==> config.mk <==
export PLATFORM = sky130hd
export DESIGN_NAME = rx_reset_seq
export DESIGN_NICKNAME = d
export VERILOG_FILES = /design/src/rtl/rx_rst_pkg.sv /design/src/rtl/rx_rst_hold_timer.sv /design/src/rtl/rx_rst_lock_filter.sv /design/src/rtl/rx_reset_seq.sv
export SDC_FILE = /design/constraint.sdc
export NUM_CORES = 1
export LEC_CHECK = 0
export CAP_MARGIN = 20
export CORE_MARGIN = 5
export CORE_UTILIZATION = 39
export CTS_CLUSTER_DIAMETER = 40
export DETAILED_ROUTE_END_ITERATION = 12
export HOLD_SLACK_MARGIN = 0.02
export SETUP_SLACK_MARGIN = 0.5
export SYNTH_ARGS = -nofsm -noshare
export SYNTH_HDL_FRONTEND = slang
export SYNTH_SLANG_ARGS = --single-unit
==> constraint.sdc <==
create_clock -name clk -period 2.1 [get_ports clk]
set_clock_uncertainty 0.15 [all_clocks]
set_input_delay 0.63 -clock clk [delete_from_list [all_inputs] [get_ports clk]]
set_output_delay 0.63 -clock clk [all_outputs]
set_load 0.005 [all_outputs]
==> src/rtl/rx_rst_pkg.sv <==
`timescale 1ns/1ps
package rx_rst_pkg;

    typedef enum logic [1:0] {
        SEQ_ASSERT   = 2'd0,
        SEQ_HOLD     = 2'd1,
        SEQ_LOCKWAIT = 2'd2,
        SEQ_READY    = 2'd3
    } seq_state_e;

    typedef struct packed {
        seq_state_e st;
        logic       ana;
        logic       dig;
        logic       rdy;
    } seq_regs_t;

    localparam seq_regs_t SEQ_RESET_VAL = '{st: SEQ_ASSERT, ana: 1'b1, dig: 1'b1, rdy: 1'b0};

    // Minimum time in ns to whole clock cycles, rounded up, never below one.
    function automatic int unsigned ns_to_cycles(input int unsigned ns, input int unsigned mhz);
        int unsigned prod;
        int unsigned cyc;
        prod = ns * mhz;
        cyc  = (prod + 999) / 1000;
        return (cyc == 0) ? 1 : cyc;
    endfunction

endpackage

==> src/rtl/rx_rst_hold_timer.sv <==
`timescale 1ns/1ps
module rx_rst_hold_timer #(
    parameter int unsigned CYCLES = 17500
) (
    input  logic clk,
    input  logic arst_n,
    input  logic run,
    output logic done
);
    localparam int unsigned CW  = (CYCLES > 1) ? $clog2(CYCLES) : 1;
    localparam logic [CW-1:0] LAST = CW'(CYCLES - 1);

    logic [CW-1:0] cnt_d, cnt_q;

    always_comb begin
        done  = run && (cnt_q == LAST);
        cnt_d = '0;
        if (run && !done) begin
            cnt_d = cnt_q + CW'(1);
        end
    end

    always_ff @(posedge clk or negedge arst_n) begin
        if (!arst_n) begin
            cnt_q <= '0;
        end else begin
            cnt_q <= cnt_d;
        end
    end

    // the count never runs past its terminal value
    assert_hold_bound_R5: assert property (@(posedge clk) disable iff (!arst_n)
        cnt_q <= LAST);

endmodule

==> src/rtl/rx_rst_lock_filter.sv <==
`timescale 1ns/1ps
module rx_rst_lock_filter #(
    parameter int unsigned CYCLES = 1000
) (
    input  logic clk,
    input  logic arst_n,
    input  logic run,
    input  logic lock,
    output logic done
);
    localparam int unsigned CW  = (CYCLES > 1) ? $clog2(CYCLES) : 1;
    localparam logic [CW-1:0] LAST = CW'(CYCLES - 1);

    logic [CW-1:0] cnt_d, cnt_q;

    always_comb begin
        done  = run && lock && (cnt_q == LAST);
        cnt_d = '0;
        if (run && lock && !done) begin
            cnt_d = cnt_q + CW'(1);
        end
    end

    always_ff @(posedge clk or negedge arst_n) begin
        if (!arst_n) begin
            cnt_q <= '0;
        end else begin
            cnt_q <= cnt_d;
        end
    end

    // a nonzero stability count implies the previous sample was locked
    assert_run_needs_lock_R7: assert property (@(posedge clk) disable iff (!arst_n)
        (cnt_q != '0) |-> $past(lock));

endmodule

==> src/rtl/rx_reset_seq.sv <==
`timescale 1ns/1ps
module rx_reset_seq
    import rx_rst_pkg::*;
#(
    parameter int unsigned CLK_MHZ     = 250,
    parameter int unsigned MIN_ANA_NS  = 70000,
    parameter int unsigned MIN_LOCK_NS = 4000
) (
    input  logic clk,
    input  logic arst_n,
    input  logic restart_req,
    input  logic cal_busy,
    input  logic cdr_locked,
    output logic ana_rst,
    output logic dig_rst,
    output logic rx_ready
);
    localparam int unsigned ANA_CYC  = ns_to_cycles(MIN_ANA_NS, CLK_MHZ);
    localparam int unsigned LOCK_CYC = ns_to_cycles(MIN_LOCK_NS, CLK_MHZ);

    seq_regs_t cur_q, nxt_d;
    logic      hold_run, hold_done;
    logic      lock_run, lock_done;

    assign hold_run = (cur_q.st == SEQ_HOLD);
    assign lock_run = (cur_q.st == SEQ_LOCKWAIT);

    rx_rst_hold_timer #(.CYCLES(ANA_CYC)) u_hold (
        .clk    (clk),
        .arst_n (arst_n),
        .run    (hold_run),
        .done   (hold_done)
    );

    rx_rst_lock_filter #(.CYCLES(LOCK_CYC)) u_lock (
        .clk    (clk),
        .arst_n (arst_n),
        .run    (lock_run),
        .lock   (cdr_locked),
        .done   (lock_done)
    );

    always_comb begin
        nxt_d = cur_q;
        if (restart_req) begin
            nxt_d = SEQ_RESET_VAL;
        end else begin
            unique case (cur_q.st)
                SEQ_ASSERT: begin
                    if (!cal_busy) nxt_d.st = SEQ_HOLD;
                end
                SEQ_HOLD: begin
                    if (hold_done) begin
                        nxt_d.st  = SEQ_LOCKWAIT;
                        nxt_d.ana = 1'b0;
                    end
                end
                SEQ_LOCKWAIT: begin
                    if (lock_done) begin
                        nxt_d.st  = SEQ_READY;
                        nxt_d.dig = 1'b0;
                    end
                end
                SEQ_READY: begin
                    nxt_d.rdy = 1'b1;
                end
                default: nxt_d = SEQ_RESET_VAL;
            endcase
        end
    end

    always_ff @(posedge clk or negedge arst_n) begin
        if (!arst_n) begin
            cur_q <= SEQ_RESET_VAL;
        end else begin
            cur_q <= nxt_d;
        end
    end

    assign ana_rst  = cur_q.ana;
    assign dig_rst  = cur_q.dig;
    assign rx_ready = cur_q.rdy;

    assert_restart_resets_R2: assert property (@(posedge clk) disable iff (!arst_n)
        restart_req |=> (ana_rst && dig_rst && !rx_ready));

    assert_dig_covers_ana_R3: assert property (@(posedge clk) disable iff (!arst_n)
        ana_rst |-> dig_rst);

    assert_cal_blocks_R4: assert property (@(posedge clk) disable iff (!arst_n)
        (cur_q.st == SEQ_ASSERT && cal_busy && !restart_req) |=> (cur_q.st == SEQ_ASSERT));

    assert_release_on_lock_R6: assert property (@(posedge clk) disable iff (!arst_n)
        $fell(dig_rst) |-> $past(cdr_locked));

    assert_unlock_delays_R7: assert property (@(posedge clk) disable iff (!arst_n)
        (cur_q.st == SEQ_LOCKWAIT && !cdr_locked) |=> dig_rst);

    assert_ready_after_dig_R8: assert property (@(posedge clk) disable iff (!arst_n)
        rx_ready |-> !dig_rst);

endmodule

# Word level (Yosys, flattened, before mapping)
# Index checks and enable logic that the tools add are counted.
# totals
out_inout_bits	3
ff_bits	30
# classes
muxes	11
n_reduce_logical	17
eq_ne	8
add_sub_neg	2
# ops
operator	n
adder 15 x 1 -> 15 bit (second input constant)	1
== test 15 bit (second input constant)	1
two-way mux 15 bit	1
adder 10 x 1 -> 10 bit (second input constant)	1
== test 10 bit (second input constant)	1
two-way mux 10 bit	1
nonzero test 2 bit	5
!= test 3 bit (second input constant)	3
one-hot mux 2 bit (3 select lines)	1
logical AND 1 bit	5
two-way mux 5 bit	1
== test 2 bit (second input constant)	2
two-way mux 1 bit	4
two-way mux 2 bit	2
AND reduction 2 bit	2
AND reduction 4 bit	1
nonzero test 4 bit	1
two-way mux 3 bit	1
== test 2 x 1 -> 1 bit (second input constant)	1
zero test 1 bit	2
zero test 2 bit	1

# Longest topological paths before layout
# Gate-level depths: netlist of the first run.
# logic_depth
ltp_word	6
mapped_depth	6
ltp_nobuf	6

# By module
# From an unflattened synthesis of the first run, not the netlist that was laid out.
# unflattened
hier_cells	155
hier_area_um2	1595.3
# by_module_without_submodules
module	instances	cells_each	area_each_um2	seq_area_each_um2
rx_rst_hold_timer	1	76	772.0	375.4
rx_rst_lock_filter	1	52	514.2	250.2
rx_reset_seq	1	27	309.0	127.6

# Worst setup path after synthesis of the first run
# Ideal clock, no wire load.
# synth_timing
kind	reg2reg
start	register cur_q[3] (netlist bit)
end	register cur_q[3] (netlist bit)
stages_incl_launch_ff	7
setup_slack_ns	0.321
setup_time_ns	0.095
arrival_time_ns	1.533
t_required_ns	1.855
path_cell_list	dfrtp_1 > inv_1 > ha_1 > nor3_1 > a221o_1 > a2111o_1 > o31ai_1
# synth_between
elab_chain_cells	5
elab_cells_between_ends	13
classes_between	eq/ne: 5; mux: 2; reduce/logical: 6
# synth_rtl
element	line	rtl
start: declaration	rx_reset_seq.sv:21	seq_regs_t cur_q, nxt_d;
start signal: assignment	rx_reset_seq.sv:76	cur_q <= nxt_d;
== test 2 bit	rx_reset_seq.sv:26, rx_reset_seq.sv:48	
logical AND 1 bit (2 in a row)	rx_rst_lock_filter.sv:17	done = run && lock && (cnt_q == LAST);
!= test 3 bit (no source line)	n/a	
AND reduction 4 bit (no source line)	n/a	
# Parallel ways exist; a longest one is shown, timed or not.
# A chain may end at the register's enable or synchronous reset.

# Final worst setup path of the first run
# layout_timing
start	register cur_q[4] (netlist bit)
end	register cur_q[4] (netlist bit)
# The elaborated chain is that of the path after synthesis.

==> impl_metrics.tcl, run 1 <==
set metrics [dict create \
    viasPerCell 5.12 \
    drive_gt1_frac 0.441 \
    antenna_found_initial 0 \
    fp.dieW_um 72.8 \
    cp_max_fo 4 \
    initial_core_util 0.411 \
    final_nets 196 \
    hold_class "reg -> reg" \
    finalHoldViolCount 0 \
    grt-ovfl-total 0 \
    synth.yosys.seq_area_share 0.490 \
    critPathCaptureType "flip-flop" \
    gr-usage-met3 0.0372 \
    synth.ff_latch_count 30 \
    slew_violations 0 \
    crit_chain "inv_2 > ha_4 > nor3_2 > a221o_1 > a211oi_2 > mux2i_1" \
    cts_sinks 30 \
    fill_cells 335 \
    clk_path_buf_depth 2 \
    tightestPinTransition_ns 0.360 \
    synth_top_cell_area_share 0.456 \
    cts_buffers 5 \
    critPathTopFamily "compound AO/OA/AOI/OAI gates" \
    grt_usage 0.145 \
    relSlewSlack 0.757 \
    hold_slack_ns 0.311 \
    drtIter0Drc 38 \
    cp_slowest_cell "dfrtp_1" \
    peakVddDrop_mv 0.565 \
    firstDrtPassIters 4 \
    grt_max_degree 12 \
    grt_pass1_vias 1302 \
    outcome "finished, final reports clean" \
    cpPeakStageDelay_ns 0.43 \
    arrival_ns 1.74 \
    yosysWarningCount 0 \
    rsz0062_at_grt "true" \
    die_area_um2 5300 \
    holdBufCountCts 0 \
    post-dp-hpwl_mm 2.15 \
    min_period_ns 1.69 \
    syn2layout_area_growth_pct 39.7 \
    coreArea_um2 3740 \
    root_buffer "clkbuf_8" \
    io_pins 8 \
    critPathBufInv 1 \
    static-leakage-power_nw 0.864 \
    grt_use_met2 0.248 \
    rows 22 \
    final_common_cell "buf_4" \
    clock_latency_ns 0.27 \
    required_ns 2.15 \
    syn_area_um2 1540 \
    routedWlPerCell_um 14.4 \
    drv_cap 0 \
    synth_area_leaders "dfrtp_1 46%, xnor2_1 5.7%, nor2_1 5.6%, ha_1 4.9%, xor2_1 4.6%" \
    setup_ws_ns 0.406 \
    cts_tree "done" \
    place_congestion 0.768 \
    critical_path_class "reg -> reg" \
    antenna_left 0 \
    fin_tns_setup_ns 0 \
    synth_area_per_cell_um2 10.5 \
    grt_pass1_wl_mm 5.96 \
    yosysTopAreaCell "dfrtp_1" \
    ys_types 40 \
    final_cell_mix "25 x buf_4, 21 x dfrtp_1, 15 x nor2_1" \
    post-route-period-util 0.807 \
    max_freq_ghz 0.590 \
    antenna_cells 0 \
    port_buffers 7 \
    power.density_nw_per_um2 824 \
    vias 1198 \
    drc_errors 0 \
    wl_mm 3.37 \
    h-tree-depth 2 \
    setup-violations-final 0 \
    grtUsageMet1 0.175 \
    synthCells 147 \
    dp_slack_ns -0.107 \
    fp.dieH_um 72.8 \
    busiest_layer "met2" \
    clk_pin_slew_ns 0.06 \
    synth_fp_nets 158 \
    cp-start-kind "flip-flop" \
]
power by group:
part           switching [mW]  internal (mW)
Combinational           0.343          0.293
Clock                   0.209          0.264
Sequential             0.0428          0.618
Total                   0.595           1.17
sequential cells by signal, summed over array words and instances, names as in the netlist:
name,cells
u_hold.cnt_q,15
rx_ready,1
dig_rst,1
ana_rst,1
u_lock.cnt_q,10
cur_q,2
cell families after synthesis:
family	count (synthesis)	share of synthesized area
AOI/OAI and AO/OA	14	0.0700
xor gates and xnor gates	18	0.103
adders and majority gates	6	0.0488
buffers and inverters	9	0.0252
DFF	30	0.490
muxes	1	0.00651
and+or+nand+nor	69	0.257
through the flow:
step | area, µm² | std cells | power (mW) | utilization
5_1_grt | 2150 | 234 | 1.88 | 0.574
6_report | 2150 | 234 | 1.77 | 0.574
3_3_place_gp | 1770 | 204 | 1.03 | 0.472
4_1_cts | 2050 | 229 | 1.67 | 0.549
3_5_place_dp | 1770 | 204 | 1.05 | 0.472
2_1_floorplan | 1620 | 147 | 0.957 | -
area by class of cell:
cell class | count | area (µm²) | share of cell area
inverters | 6 | 22.5 | 0.0105
well taps | 48 | 60.1 | 0.0280
clock buffers | 7 | 86.3 | 0.0402
clock inverters | 1 | 5.00 | 0.00233
repair buffers | 33 | 251 | 0.117
flip-flops and latches | 30 | 762 | 0.355
multi-input cells | 109 | 961 | 0.447
Yosys cell counts (all sizes together):
| library cell | number |
|---|---|
| nand4 | 6 |
| o21ai | 3 |
| a2111o | 1 |
| nand2b | 4 |
| dfrtp | 28 |
| a211oi | 2 |
| nand2 | 6 |
| clkbuf | 1 |
| or3 | 1 |
| mux2i | 1 |
| or4b | 1 |
| xor2 | 8 |
| and3 | 5 |
| nor3 | 2 |
| o41ai | 1 |
| dfstp | 2 |
| and2 | 4 |
| buf | 2 |
| a41oi | 1 |
| o31ai | 2 |
| a221o | 1 |
| or4 | 1 |
| nor4bb | 1 |
| inv | 6 |
| nor3b | 1 |
| and4 | 4 |
| nor2 | 23 |
| nor4b | 2 |
| nand3 | 8 |
| ha | 6 |
| xnor2 | 10 |
| a21oi | 3 |
what timing repair did:
item,4_1_cts,5_1_grt
buffers inserted,16,5
hold endpoints to repair,0,0
pin swaps,26,9
gates resized for setup,36,14
gates cloned,1,0
setup endpoints to repair,26,26
path summary, 6_finish.rpt:
check | startpoint | end | slack, ns | depth (start not counted)
setup / recovery | cur_q[4] | cur_q[4] | 0.41 | 6
min in group asynchronous | arst_n | u_lock.cnt_q[9] | 0.46 | 1
max in group asynchronous | arst_n | ana_rst | 0.87 | 2
hold reg to reg | u_lock.cnt_q[0] | u_lock.cnt_q[0] | 0.31 | 1
setup reg to reg | cur_q[4] | cur_q[4] | 0.41 | 6
hold / removal | u_lock.cnt_q[0] | u_lock.cnt_q[0] | 0.31 | 1
routing by layer:
metal | vias to the layer above | part of all wire
met5 | - | 0
met4 | 0 | 0.0071
met3 | 2 | 0.028
met2 | 11 | 0.51
met1 | 596 | 0.46
li1 | 589 | -
Power figures use the tool's default switching activity.
==> run 2: changes to the inputs <==
clock period = 1.6 ns   (was 2.1 ns; I/O delays follow)
==> run 2 against run 1 <==
Effect of this change: the run now ends with negative setup slack left; hold slack gained 0.025 ns; global-route usage grew 0.074 points; highest routed layer unchanged; clock power grew 51%; cell count grew 9.4%; register-to-register slack lost 0.53 ns.
==> impl_metrics.tcl, run 2 (synthesized netlist as in run 1, its figures left out) <==
set metrics [dict create \
    fin_tns_setup_ns -0.390 \
    antenna_left 0 \
    min_period_ns 1.72 \
    rsz0062_at_grt "true" \
    post-route-period-util 1.08 \
    wl_mm 3.45 \
    setup_ws_ns -0.124 \
    fp.dieH_um 72.8 \
    clk_pin_slew_ns 0.07 \
    die_area_um2 5300 \
    violations "negative setup slack" \
    relSlewSlack 0.727 \
    max_freq_ghz 0.580 \
    crit_chain "inv_2 > ha_4 > a221o_1 > a2111o_1 > o31ai_2" \
    slew_violations 0 \
    grt_pass1_wl_mm 6.01 \
    outcome "finished, violations left" \
    antenna_found_initial 0 \
    critical_path_class "reg -> reg" \
    post-dp-hpwl_mm 2.49 \
    power.density_nw_per_um2 1050 \
    drtIter0Drc 36 \
    cp_max_fo 3 \
    drive_gt1_frac 0.500 \
    cp_slowest_cell "dfrtp_1" \
    grt_pass1_vias 1371 \
    finalHoldViolCount 0 \
    routedWlPerCell_um 13.5 \
    required_ns 1.63 \
    fp.dieW_um 72.8 \
    clk_path_buf_depth 2 \
    h-tree-depth 2 \
    coreArea_um2 3740 \
    grt-ovfl-total 0 \
    antenna_cells 0 \
    syn2layout_area_growth_pct 53.9 \
    initial_core_util 0.411 \
    drc_errors 0 \
    critPathCaptureType "flip-flop" \
    grt_usage 0.146 \
    fin_cells 256 \
    final_nets 218 \
    top_regs "u_hold.cnt_q x15, u_lock.cnt_q x10, cur_q x2" \
    drv_cap 0 \
    port_buffers 7 \
    critPathTopFamily "compound AO/OA/AOI/OAI gates" \
    cts_tree "done" \
    grt_max_degree 31 \
    top_register "u_hold.cnt_q" \
    hold_class "reg -> reg" \
    io_pins 8 \
    critPathBufInv 1 \
    final_common_cell "buf_4" \
    firstDrtPassIters 4 \
    cts_sinks 30 \
    cp-start-kind "flip-flop" \
    final_cell_mix "42 x buf_4, 25 x dfrtp_1, 16 x nor2_1" \
    largest_reg_flops 15 \
    place_congestion 0.806 \
    rows 22 \
    arrival_ns 1.75 \
    dp_cells 239 \
    cpPeakStageDelay_ns 0.41 \
    tightestPinTransition_ns 0.404 \
    root_buffer "clkbuf_8" \
    viasPerCell 4.93 \
    vias 1261 \
    peakVddDrop_mv 0.856 \
    static-leakage-power_nw 1.02 \
    clock_latency_ns 0.28 \
    setup-violations-final 15 \
    cts_buffers 5 \
]
[run 2: cell type report]
cell class / count / area, µm²
clock buffers: 8 / 110
fillers: 318 / 1380
inverters: 6 / 22.5
multi-input cells: 108 / 946
flip-flops and latches: 30 / 757
well taps: 48 / 60.1
repair buffers: 56 / 472
[run 2: worst register-to-register path: cells and delay by family (launching register included)]
| family | cells | cell delay [ns] |
|---|---|---|
| AO/OA/AOI/OAI | 3 | 0.79 |
| adder cells (fa/ha/maj) | 1 | 0.18 |
| buffers and inverters | 1 | 0.10 |
| flip-flops | 1 | 0.41 |
[run 2: timing repair]
action                                  CTS  global route
endpoints found under the setup margin   33            33
hold buffers                              0             0
pin swaps                                20             5
setup buffers                             5             4
resized for setup                        33            15
[run 2: worst paths after layout]
kind,from,end,slack [ns],depth (start not counted)
setup / recovery,cur_q[3],cur_q[3],-0.12,5
hold / removal,dig_rst,dig_rst,0.34,2
setup reg to reg,cur_q[3],cur_q[3],-0.12,5
hold reg to reg,dig_rst,dig_rst,0.34,2
max in group asynchronous,arst_n,dig_rst,0.65,2
min in group asynchronous,arst_n,u_lock.cnt_q[9],0.42,2
[run 2: metal layers]
metal,routed length [µm],part of all wire,GRT usage
met5,0,0,0
met4,38,0.011,0.0430
met2,1740,0.50,0.258
met1,1580,0.46,0.172
met3,92,0.027,0.0386
[run 2: where the power goes]
| part | switching [mW] | internal [mW] |
|---|---|---|
| clock | 0.278 | 0.434 |
| combinational | 0.418 | 0.489 |
| sequential | 0.0588 | 0.811 |
[run 2: through the flow]
step	area (µm²)	worst slack, ns	total power, mW	utilization	hold slack (ns)
after floorplan	1640	-0.0447	1.27	-	0.0344
after global placement	2060	-0.418	1.58	0.551	0.299
after detailed placement	2060	-0.472	1.61	0.551	0.302
after CTS	2280	-0.100	2.46	0.609	0.347
after global routing	2370	-0.215	2.63	0.632	0.360
final	2370	-0.124	2.49	0.632	0.336
